`src/rtl/smi_pkg.sv`:
```
package smi_pkg;
  typedef enum logic [1:0] {
    PH_IDLE    = 2'd0,
    PH_SAVE    = 2'd1,
    PH_MODE    = 2'd2,
    PH_RESTORE = 2'd3
  } smi_phase_e;
endpackage

```
`src/rtl/smi_edge_det.sv`:
```
module smi_edge_det #(
  parameter int STAGES = 2
) (
  input  logic clk,
  input  logic rst_n,
  input  logic pin_n_i,
  output logic fall_o
);
  logic [STAGES-1:0] sync_q, sync_d;
  logic              last_q, last_d;

  always_comb begin
    sync_d = {sync_q[STAGES-2:0], pin_n_i};
    last_d = sync_q[STAGES-1];
  end

  always_ff @(posedge clk or negedge rst_n) begin
    if (!rst_n) begin
      sync_q <= '1;
      last_q <= 1'b1;
    end else begin
      sync_q <= sync_d;
      last_q <= last_d;
    end
  end

  assign fall_o = last_q & ~sync_q[STAGES-1];


  fall_single_chk: assert property (@(posedge clk) disable iff (!rst_n)
    fall_o |=> !fall_o);
endmodule

```
`src/rtl/smi_soft_filter.sv`:
```
module smi_soft_filter #(
  parameter int STAGES   = 2,
  parameter int SOFT_MIN = 15
) (
  input  logic clk,
  input  logic rst_n,
  input  logic soft_i,
  output logic hit_o
);
  localparam int CW = $clog2(SOFT_MIN + 1);

  logic [STAGES-1:0] sync_q, sync_d;
  logic [CW-1:0]     cnt_q, cnt_d;
  logic              cnt_en;
  logic              level;

  assign level = sync_q[STAGES-1];

  always_comb begin
    sync_d = {sync_q[STAGES-2:0], soft_i};
    cnt_en = 1'b0;
    cnt_d  = cnt_q;
    if (!level) begin
      cnt_en = 1'b1;
      cnt_d  = '0;
    end else if (cnt_q != CW'(SOFT_MIN)) begin
      cnt_en = 1'b1;
      cnt_d  = cnt_q + 1'b1;
    end
  end

  always_ff @(posedge clk or negedge rst_n) begin
    if (!rst_n) begin
      sync_q <= '0;
      cnt_q  <= '0;
    end else begin
      sync_q <= sync_d;
      if (cnt_en) cnt_q <= cnt_d;
    end
  end

  assign hit_o = level && (cnt_q == CW'(SOFT_MIN - 1));


  soft_once_chk: assert property (@(posedge clk) disable iff (!rst_n)
    hit_o |=> !hit_o);
endmodule

```
`src/rtl/smi_phase_fsm.sv`:
```
module smi_phase_fsm
  import smi_pkg::*;
(
  input  logic       clk,
  input  logic       rst_n,
  input  logic       soft_clr_i,
  input  logic       fall_i,
  input  logic       boundary_i,
  input  logic       locked_i,
  input  logic       resume_i,
  input  logic       save_done_i,
  input  logic       restore_done_i,
  output smi_phase_e phase_o,
  output logic       pending_o
);
  smi_phase_e phase_q, phase_d;
  logic       pend_q, pend_d;
  logic       take;

  always_comb begin
    take    = (phase_q == PH_IDLE) && pend_q && boundary_i && !locked_i;
    phase_d = phase_q;
    unique case (phase_q)
      PH_IDLE:    if (take)           phase_d = PH_SAVE;
      PH_SAVE:    if (save_done_i)    phase_d = PH_MODE;
      PH_MODE:    if (resume_i)       phase_d = PH_RESTORE;
      PH_RESTORE: if (restore_done_i) phase_d = PH_IDLE;
      default:                        phase_d = PH_IDLE;
    endcase
    // Only one request is held; extra edges while one is held are lost.
    pend_d = take ? fall_i : (pend_q | fall_i);
    if (soft_clr_i) begin
      phase_d = PH_IDLE;
      pend_d  = 1'b0;
    end
  end

  always_ff @(posedge clk or negedge rst_n) begin
    if (!rst_n) begin
      phase_q <= PH_IDLE;
      pend_q  <= 1'b0;
    end else begin
      phase_q <= phase_d;
      pend_q  <= pend_d;
    end
  end

  assign phase_o   = phase_q;
  assign pending_o = pend_q;


  no_nested_entry_chk: assert property (@(posedge clk) disable iff (!rst_n)
    (phase_q == PH_MODE || phase_q == PH_RESTORE) |=> (phase_q != PH_SAVE));


  exit_order_chk: assert property (@(posedge clk) disable iff (!rst_n)
    (phase_q == PH_IDLE && $past(phase_q) != PH_IDLE && !$past(soft_clr_i))
      |-> $past(phase_q) == PH_RESTORE && $past(restore_done_i));
endmodule

```
`src/rtl/smi_ctrl.sv`:
```
module smi_ctrl
  import smi_pkg::*;
#(
  parameter int          AW           = 32,
  parameter logic [31:0] BASE_DEFAULT = 32'h0003_0000,
  parameter int          SOFT_MIN     = 15,
  parameter int          SYNC_STAGES  = 2
) (
  input  logic          clk,
  input  logic          rst_n,
  input  logic          soft_rst_i,
  input  logic          req_n_i,
  input  logic          boundary_i,
  input  logic          locked_i,
  input  logic          resume_i,
  input  logic          save_done_i,
  input  logic          restore_done_i,
  input  logic          base_load_i,
  input  logic [AW-1:0] base_data_i,
  output logic          enter_o,
  output logic          active_n_o,
  output logic [AW-1:0] base_o
);
  logic [1:0]    rsync_q;
  logic          rst_int_n;
  logic          fall;
  logic          soft_hit;
  logic          pending;
  smi_phase_e    phase;
  logic [AW-1:0] base_q, base_d;
  logic          base_en;

  // Reset asserts at once and is released on a clock edge.
  always_ff @(posedge clk or negedge rst_n) begin
    if (!rst_n) rsync_q <= 2'b00;
    else        rsync_q <= {rsync_q[0], 1'b1};
  end
  assign rst_int_n = rsync_q[1];

  smi_edge_det #(.STAGES(SYNC_STAGES)) u_edge (
    .clk     (clk),
    .rst_n   (rst_int_n),
    .pin_n_i (req_n_i),
    .fall_o  (fall)
  );

  smi_soft_filter #(.STAGES(SYNC_STAGES), .SOFT_MIN(SOFT_MIN)) u_soft (
    .clk    (clk),
    .rst_n  (rst_int_n),
    .soft_i (soft_rst_i),
    .hit_o  (soft_hit)
  );

  smi_phase_fsm u_fsm (
    .clk            (clk),
    .rst_n          (rst_int_n),
    .soft_clr_i     (soft_hit),
    .fall_i         (fall),
    .boundary_i     (boundary_i),
    .locked_i       (locked_i),
    .resume_i       (resume_i),
    .save_done_i    (save_done_i),
    .restore_done_i (restore_done_i),
    .phase_o        (phase),
    .pending_o      (pending)
  );

  always_comb begin
    base_en = base_load_i;
    base_d  = base_data_i;
  end

  always_ff @(posedge clk or negedge rst_int_n) begin
    if (!rst_int_n)   base_q <= BASE_DEFAULT[AW-1:0];
    else if (base_en) base_q <= base_d;
  end

  assign base_o     = base_q;
  assign enter_o    = (phase == PH_SAVE);
  assign active_n_o = (phase == PH_IDLE);


  entry_at_boundary_chk: assert property (@(posedge clk) disable iff (!rst_int_n)
    $rose(enter_o) |-> $past(boundary_i) && $past(pending));


  entry_unlocked_chk: assert property (@(posedge clk) disable iff (!rst_int_n)
    $rose(enter_o) |-> !$past(locked_i));


  active_hold_chk: assert property (@(posedge clk) disable iff (!rst_int_n)
    (!active_n_o && !restore_done_i && !soft_hit) |=> !active_n_o);


  active_with_enter_chk: assert property (@(posedge clk) disable iff (!rst_int_n)
    enter_o |-> !active_n_o);


  soft_keeps_base_chk: assert property (@(posedge clk) disable iff (!rst_int_n)
    (soft_hit && !base_load_i) |=> $stable(base_o));
endmodule

```
`config.mk`:
```
export PLATFORM = sky130hd
export DESIGN_NAME = smi_ctrl
export DESIGN_NICKNAME = d
export VERILOG_FILES = /design/src/rtl/smi_pkg.sv /design/src/rtl/smi_edge_det.sv /design/src/rtl/smi_soft_filter.sv /design/src/rtl/smi_phase_fsm.sv /design/src/rtl/smi_ctrl.sv
export SDC_FILE = /design/constraint.sdc
export NUM_CORES = 1
export LEC_CHECK = 0
export ABC_AREA = 0
export ABC_CLOCK_PERIOD_IN_PS = 1950
export CAP_MARGIN = 10
export CORE_MARGIN = 2
export CORE_UTILIZATION = 42
export CTS_CLUSTER_DIAMETER = 120
export DETAILED_ROUTE_END_ITERATION = 16
export GPL_TIMING_DRIVEN = 0
export PLACE_DENSITY = 0.88
export SKIP_CTS_REPAIR_TIMING = 1
export SLEW_MARGIN = 20
export SYNTH_ARGS = -nofsm -noshare
export SYNTH_HDL_FRONTEND = slang
export SYNTH_SLANG_ARGS = --single-unit
```
`constraint.sdc`:
```
create_clock -name clk -period 1.95 [get_ports clk]
set_clock_uncertainty 0.1 [all_clocks]
set_input_delay 0.195 -clock clk [delete_from_list [all_inputs] [get_ports clk]]
set_output_delay 0.195 -clock clk [all_outputs]
set_load 0.02 [all_outputs]
```
# Yosys cells after proc, flatten, opt, wreduce, memory -nomap -nowiden
# Index checks and enable logic that the tools add are counted.
[word_totals]
input_bits = 42
regBits = 46
mem_bits_ro = 0
output_inout_bits = 34
latchBits = 0
n_memories = 0
ram_bits = 0
[op_classes]
eq_ne = 10
shifts = 0
reduce_logical = 8
magnitude_cmp = 0
addsub = 1
div_mod_pow = 0
n_mux = 12
multipliers = 0
bitwise_logic = 3
[ops]
columns = ["operator", "count"]
rows = [
  ["2-bit two-way mux", 5],
  ["4-bit two-way mux", 2],
  ["2-bit one-hot mux with 4 select lines", 1],
  ["3-bit != test (second input constant)", 2],
  ["4-bit by 1-bit adder with 4-bit output (second input constant)", 1],
  ["2-bit == test (second input constant)", 2],
  ["4-bit == test (second input constant)", 1],
  ["1-bit logical AND", 4],
  ["1-bit two-way mux", 4],
  ["4-bit != test (second input constant)", 1],
  ["4-bit AND reduction", 1],
  ["3-bit by 1-bit != test with 1-bit output (second input constant)", 1],
  ["3-bit by 2-bit != test with 1-bit output (second input constant)", 1],
  ["2-bit by 1-bit == test with 1-bit output (second input constant)", 1],
  ["2-bit zero test", 1],
  ["2-bit != test (second input constant)", 1],
  ["2-bit AND reduction", 1],
  ["1-bit AND", 1],
  ["1-bit zero test", 1],
  ["1-bit NOT", 1],
  ["1-bit bitwise OR", 1],
]

# Depth between registers and ports, before layout
[depth]
ltp_word = 7
ltp_mapped = 5
depth_no_buf = 5

# Cells and area by module
# Synthesis repeated with hierarchy kept, for this count alone.
[hier_totals]
cells_unflattened = 124
area_unflattened_um2 = 2039.5
[by_module_without_submodules]
columns = ["module", "cells_per_inst", "n_inst", "area_per_inst_um2", "seq_area_each_um2"]
rows = [
  ["smi_ctrl", 73, 1, 1411.4, 853.3],
  ["smi_soft_filter", 24, 1, 277.8, 150.1],
  ["smi_phase_fsm", 23, 1, 257.7, 75.1],
  ["smi_edge_det", 4, 1, 92.6, 78.8],
]

# Least setup slack after synthesis
# Ideal clock, no wire load.
[synth_path]
path_type = "register to register"
from = "register u_fsm.phase_q[1] (netlist: u_fsm.phase_o[1])"
to = "register u_fsm.phase_q[1] (netlist: u_fsm.phase_o[1])"
setup_ns = 0.123
t_arrival_ns = 1.325
required_time_ns = 1.727
path_stages_with_launch = 6
n_path_buf = 0
synth_period_minus_slack_ns = 1.548
path_slack_ns = 0.402
cell_sequence = "dfrtp_1 -> inv_1 -> ha_1 -> nor2b_1 -> a2111o_1 -> mux2i_1"
[synth_lines]
columns = ["item", "line", "text"]
rows = [
  ["from (decl)", "smi_phase_fsm.sv:16", "smi_phase_e phase_q, phase_d;"],
  ["from (signal assigned)", "smi_phase_fsm.sv:43", "phase_q <= phase_d;"],
  ["2-bit by 1-bit == test with 1-bit output (*)", "n/a", ""],
  ["via enter_o", "smi_ctrl.sv:20", "output logic enter_o,"],
  ["3-bit by 2-bit != test with 1-bit output (no line) or 2-bit one-hot mux with 4 select lines (tied branches)", "n/a", ""],
  ["4-bit AND reduction (no line) or 2-bit two-way mux (tied branches)", "n/a", ""],
]
# Mark *: on every way through the listed nets, which the timed path passes. The rest lies on a longest branch.
# A chain may end at the register's enable or synchronous reset.

# Final worst setup path
[layout_path]
from = "register u_fsm.phase_q[1] (netlist: u_fsm.phase_o[1])"
to = "output enter_o"
[layout_between]
elab_chain_cells = 1
[layout_lines]
columns = ["item", "line", "text"]
rows = [
  ["2-bit by 1-bit == test with 1-bit output", "smi_ctrl.sv:79", "assign enter_o = (phase == PH_SAVE);"],
  ["to (decl)", "smi_ctrl.sv:20", ""],
]
# Every way passes these cells.

==> results.sh <==
export IMPL_cts_max_level=2
export IMPL_firstDrtPassIters=4
export IMPL_relSlewSlack=0.6542
export IMPL_die_h_um=69.36
export IMPL_most_common_layout_cells="clkdlybuf4s50_1 (73), dfrtp_1 (40), mux2_2 (30)"
export IMPL_end_kind="primary output"
export IMPL_p_leak_nw=1.171
export IMPL_setup_violations=0
export IMPL_switching_share=0.2802
export IMPL_placed_cell_area_mm2=0.002626
export IMPL_antenna_found_initial=0
export IMPL_hold_slack_ns=0.1476
export IMPL_ios=76
export IMPL_drcViolationCount=0
export IMPL_min_period_ns=1.839
export IMPL_r2r_slack_ns=0.43
export IMPL_worst_r2r_path_depth=5
export IMPL_syn_num_nets=167
export IMPL_vias=1210
export IMPL_dieArea_mm2=0.004811
export IMPL_grt_usage=0.1509
export IMPL_drive_above_1_share=0.2365
export IMPL_clkSinkCount=46
export IMPL_port_buffers=74
export IMPL_p_per_area_mw_per_mm2=862.7
export IMPL_cts_tree="yes"
export IMPL_final_cells=253
export IMPL_cp_max_fo=4
export IMPL_start_util=0.4422
export IMPL_timing_setup_tns_ns=0
export IMPL_dp_cells=244
export IMPL_ant_nets=0
export IMPL_wire_per_inst_um=13.71
export IMPL_rows=23
export IMPL_synth_warnings=0
export IMPL_reg2reg_from="u_fsm.phase_o[1]"
export IMPL_grt_ovfl_total=0
export IMPL_insertion_delay_ns=0.29
export IMPL_crit_required_ns=1.65
export IMPL_synth_distinct_cells=27
export IMPL_drv_slew=0
export IMPL_ys_seq_area_frac=0.6450
export IMPL_layout_worst_path_cycle_share=0.9429
export IMPL_place_ws_ns=0.3207
export IMPL_clockBufferDepth=2
export IMPL_cts_root_buf="clkbuf_8"
export IMPL_fin_ws_ns=0.1114
export IMPL_power_share_clock=0.231
export IMPL_path_clk_slew_ns=0.08
export IMPL_hold_viol=0
export IMPL_fin_util=0.6707
export IMPL_netlist_area_mm2=0.001794
export IMPL_pwr_share_seq=0.486
export IMPL_pwr_share_comb=0.283
export IMPL_hold_class="reg2async"
export IMPL_hpwl_mm=2.614
export IMPL_critPathArrivalTime_ns=1.54
export IMPL_die_w_um=69.36
export IMPL_wl_mm=3.469
export IMPL_final_common_cell="clkdlybuf4s50_1"
export IMPL_avgSynthCellArea_um2=15.08
export IMPL_peakVddDrop_mv=0.5255
export IMPL_grt_max_degree=25
export IMPL_design_area_mm2=0.002721
export IMPL_grt_pass1_vias=1307
export IMPL_fmax_mhz=543.9
export IMPL_vias_per_cell=4.783
export IMPL_ys_ff_latch=46
export IMPL_drt_iter0_drc=24
export IMPL_internal_power_mw=1.690
export IMPL_p_sw_uw=657.9
export IMPL_area_growth_pct=51.67
export IMPL_place_congestion=0.6988
export IMPL_r2r_end="u_fsm.phase_o[1]"
export IMPL_status="completed"
export IMPL_rsz0062_at_grt="false"
export IMPL_fin_nets=250
export IMPL_critPathKind="reg2out"
export IMPL_worstSetupStartpointType="flip-flop"
export IMPL_total_power_mw=2.348
export IMPL_syn_inst=119
export IMPL_core_area_mm2=0.004058
export IMPL_cts_buffers=5
export IMPL_drv_cap=0
export IMPL_tightest_slew_ns=0.5186
export IMPL_antenna_cells=0
export IMPL_grt_pass1_wl_mm=5.809
==> kinds of logic after synthesis <==
logic type	count (synthesis)	synth area share
xor gates and xnor gates	1	0.004882
DFF	46	0.6450
adders and majority gates	6	0.04184
other	1	0.002090
muxes	33	0.2064
and+or+nand+nor	15	0.04603
AOI/OAI and AO/OA	8	0.03277
buffers and inverters	9	0.02092
==> layout make-up <==
class	count	area, um^2
buffer	4	18.77
clock buffer	6	72.57
clock inverter	2	10.01
fill	304	1336
inverter	5	18.77
multi-input combinational	64	599.3
sequential	46	1159
tap	50	62.56
timing repair buffer	76	780.7
==> layer usage <==
metal | wire length [um] | global-route usage | part of all wire | vias to the layer above
met2 | 1609 | 0.2297 | 0.46 | 53
met1 | 1449 | 0.1875 | 0.42 | 581
met3 | 376 | 0.08721 | 0.11 | 5
li1 | - | - | - | 571
met5 | 0 | 0 | 0 | -
met4 | 34 | 0.03268 | 0.0098 | 0
==> power by group through the flow <==
stage	combinational (mW)	clock [mW]	sequential, mW
6_report	0.665	0.542	1.14
2_1_floorplan	0.276	0	1.24
3_5_place_dp	0.675	0	1.16
3_3_place_gp	0.648	0	1.16
5_1_grt	0.724	0.602	1.16
4_1_cts	0.677	0.564	1.14
==> registers in the layout (all words and copies together), names as in the netlist <==
register         count
u_edge.sync_q        2
u_edge.last_q        1
u_fsm.pending_o      1
u_soft.sync_q        2
u_soft.cnt_q         4
u_fsm.phase_o        2
base_o              32
rsync_q              2
==> worst max-delay path: stages (launching register included) <==
cell	delay (ns)
dfrtp_1	0.41
inv_1	0.09
ha_1	0.16
clkdlybuf4s50_1	0.60
==> worst max-delay path by stage <==
stage                           startpoint                to  slack, ns  cells past startpoint
after floorplan           u_fsm.phase_o[1]  u_fsm.phase_o[1]       0.40                      5
after CTS                 u_fsm.phase_o[0]        active_n_o     -0.005                      3
after detailed placement  u_fsm.phase_o[0]        active_n_o       0.32                      3
after global placement          rsync_q[1]         base_o[1]      -0.04                      0
after global routing      u_fsm.phase_o[1]           enter_o       0.04                      3
final                     u_fsm.phase_o[1]           enter_o       0.11                      3
==> synthesized netlist by cell type <==
master | number | area (um^2)
a211oi_1 | 2 | 15.01
dfrtp_1 | 41 | 1026
inv_1 | 5 | 18.77
nand3_1 | 2 | 10.01
a21oi_1 | 1 | 5.000
mux2_2 | 30 | 337.8
nand2b_1 | 1 | 6.260
ha_1 | 6 | 75.07
xnor2_1 | 1 | 8.760
o21ai_0 | 1 | 5.000
a21boi_0 | 1 | 7.510
conb_1 | 1 | 3.750
clkbuf_1 | 1 | 3.750
nor2b_1 | 2 | 12.51
mux2i_1 | 1 | 10.01
nand4_1 | 1 | 6.260
nor2_1 | 2 | 7.510
nor3_1 | 1 | 5.000
nand2_1 | 3 | 11.26
mux2_1 | 2 | 22.52
buf_2 | 3 | 15.01
nand3b_1 | 2 | 15.01
and2b_2 | 1 | 8.760
a2111o_1 | 1 | 11.26
dfstp_2 | 5 | 131.4
o41ai_1 | 1 | 8.760
a31oi_1 | 1 | 6.260
Power figures use the tool's default switching activity.
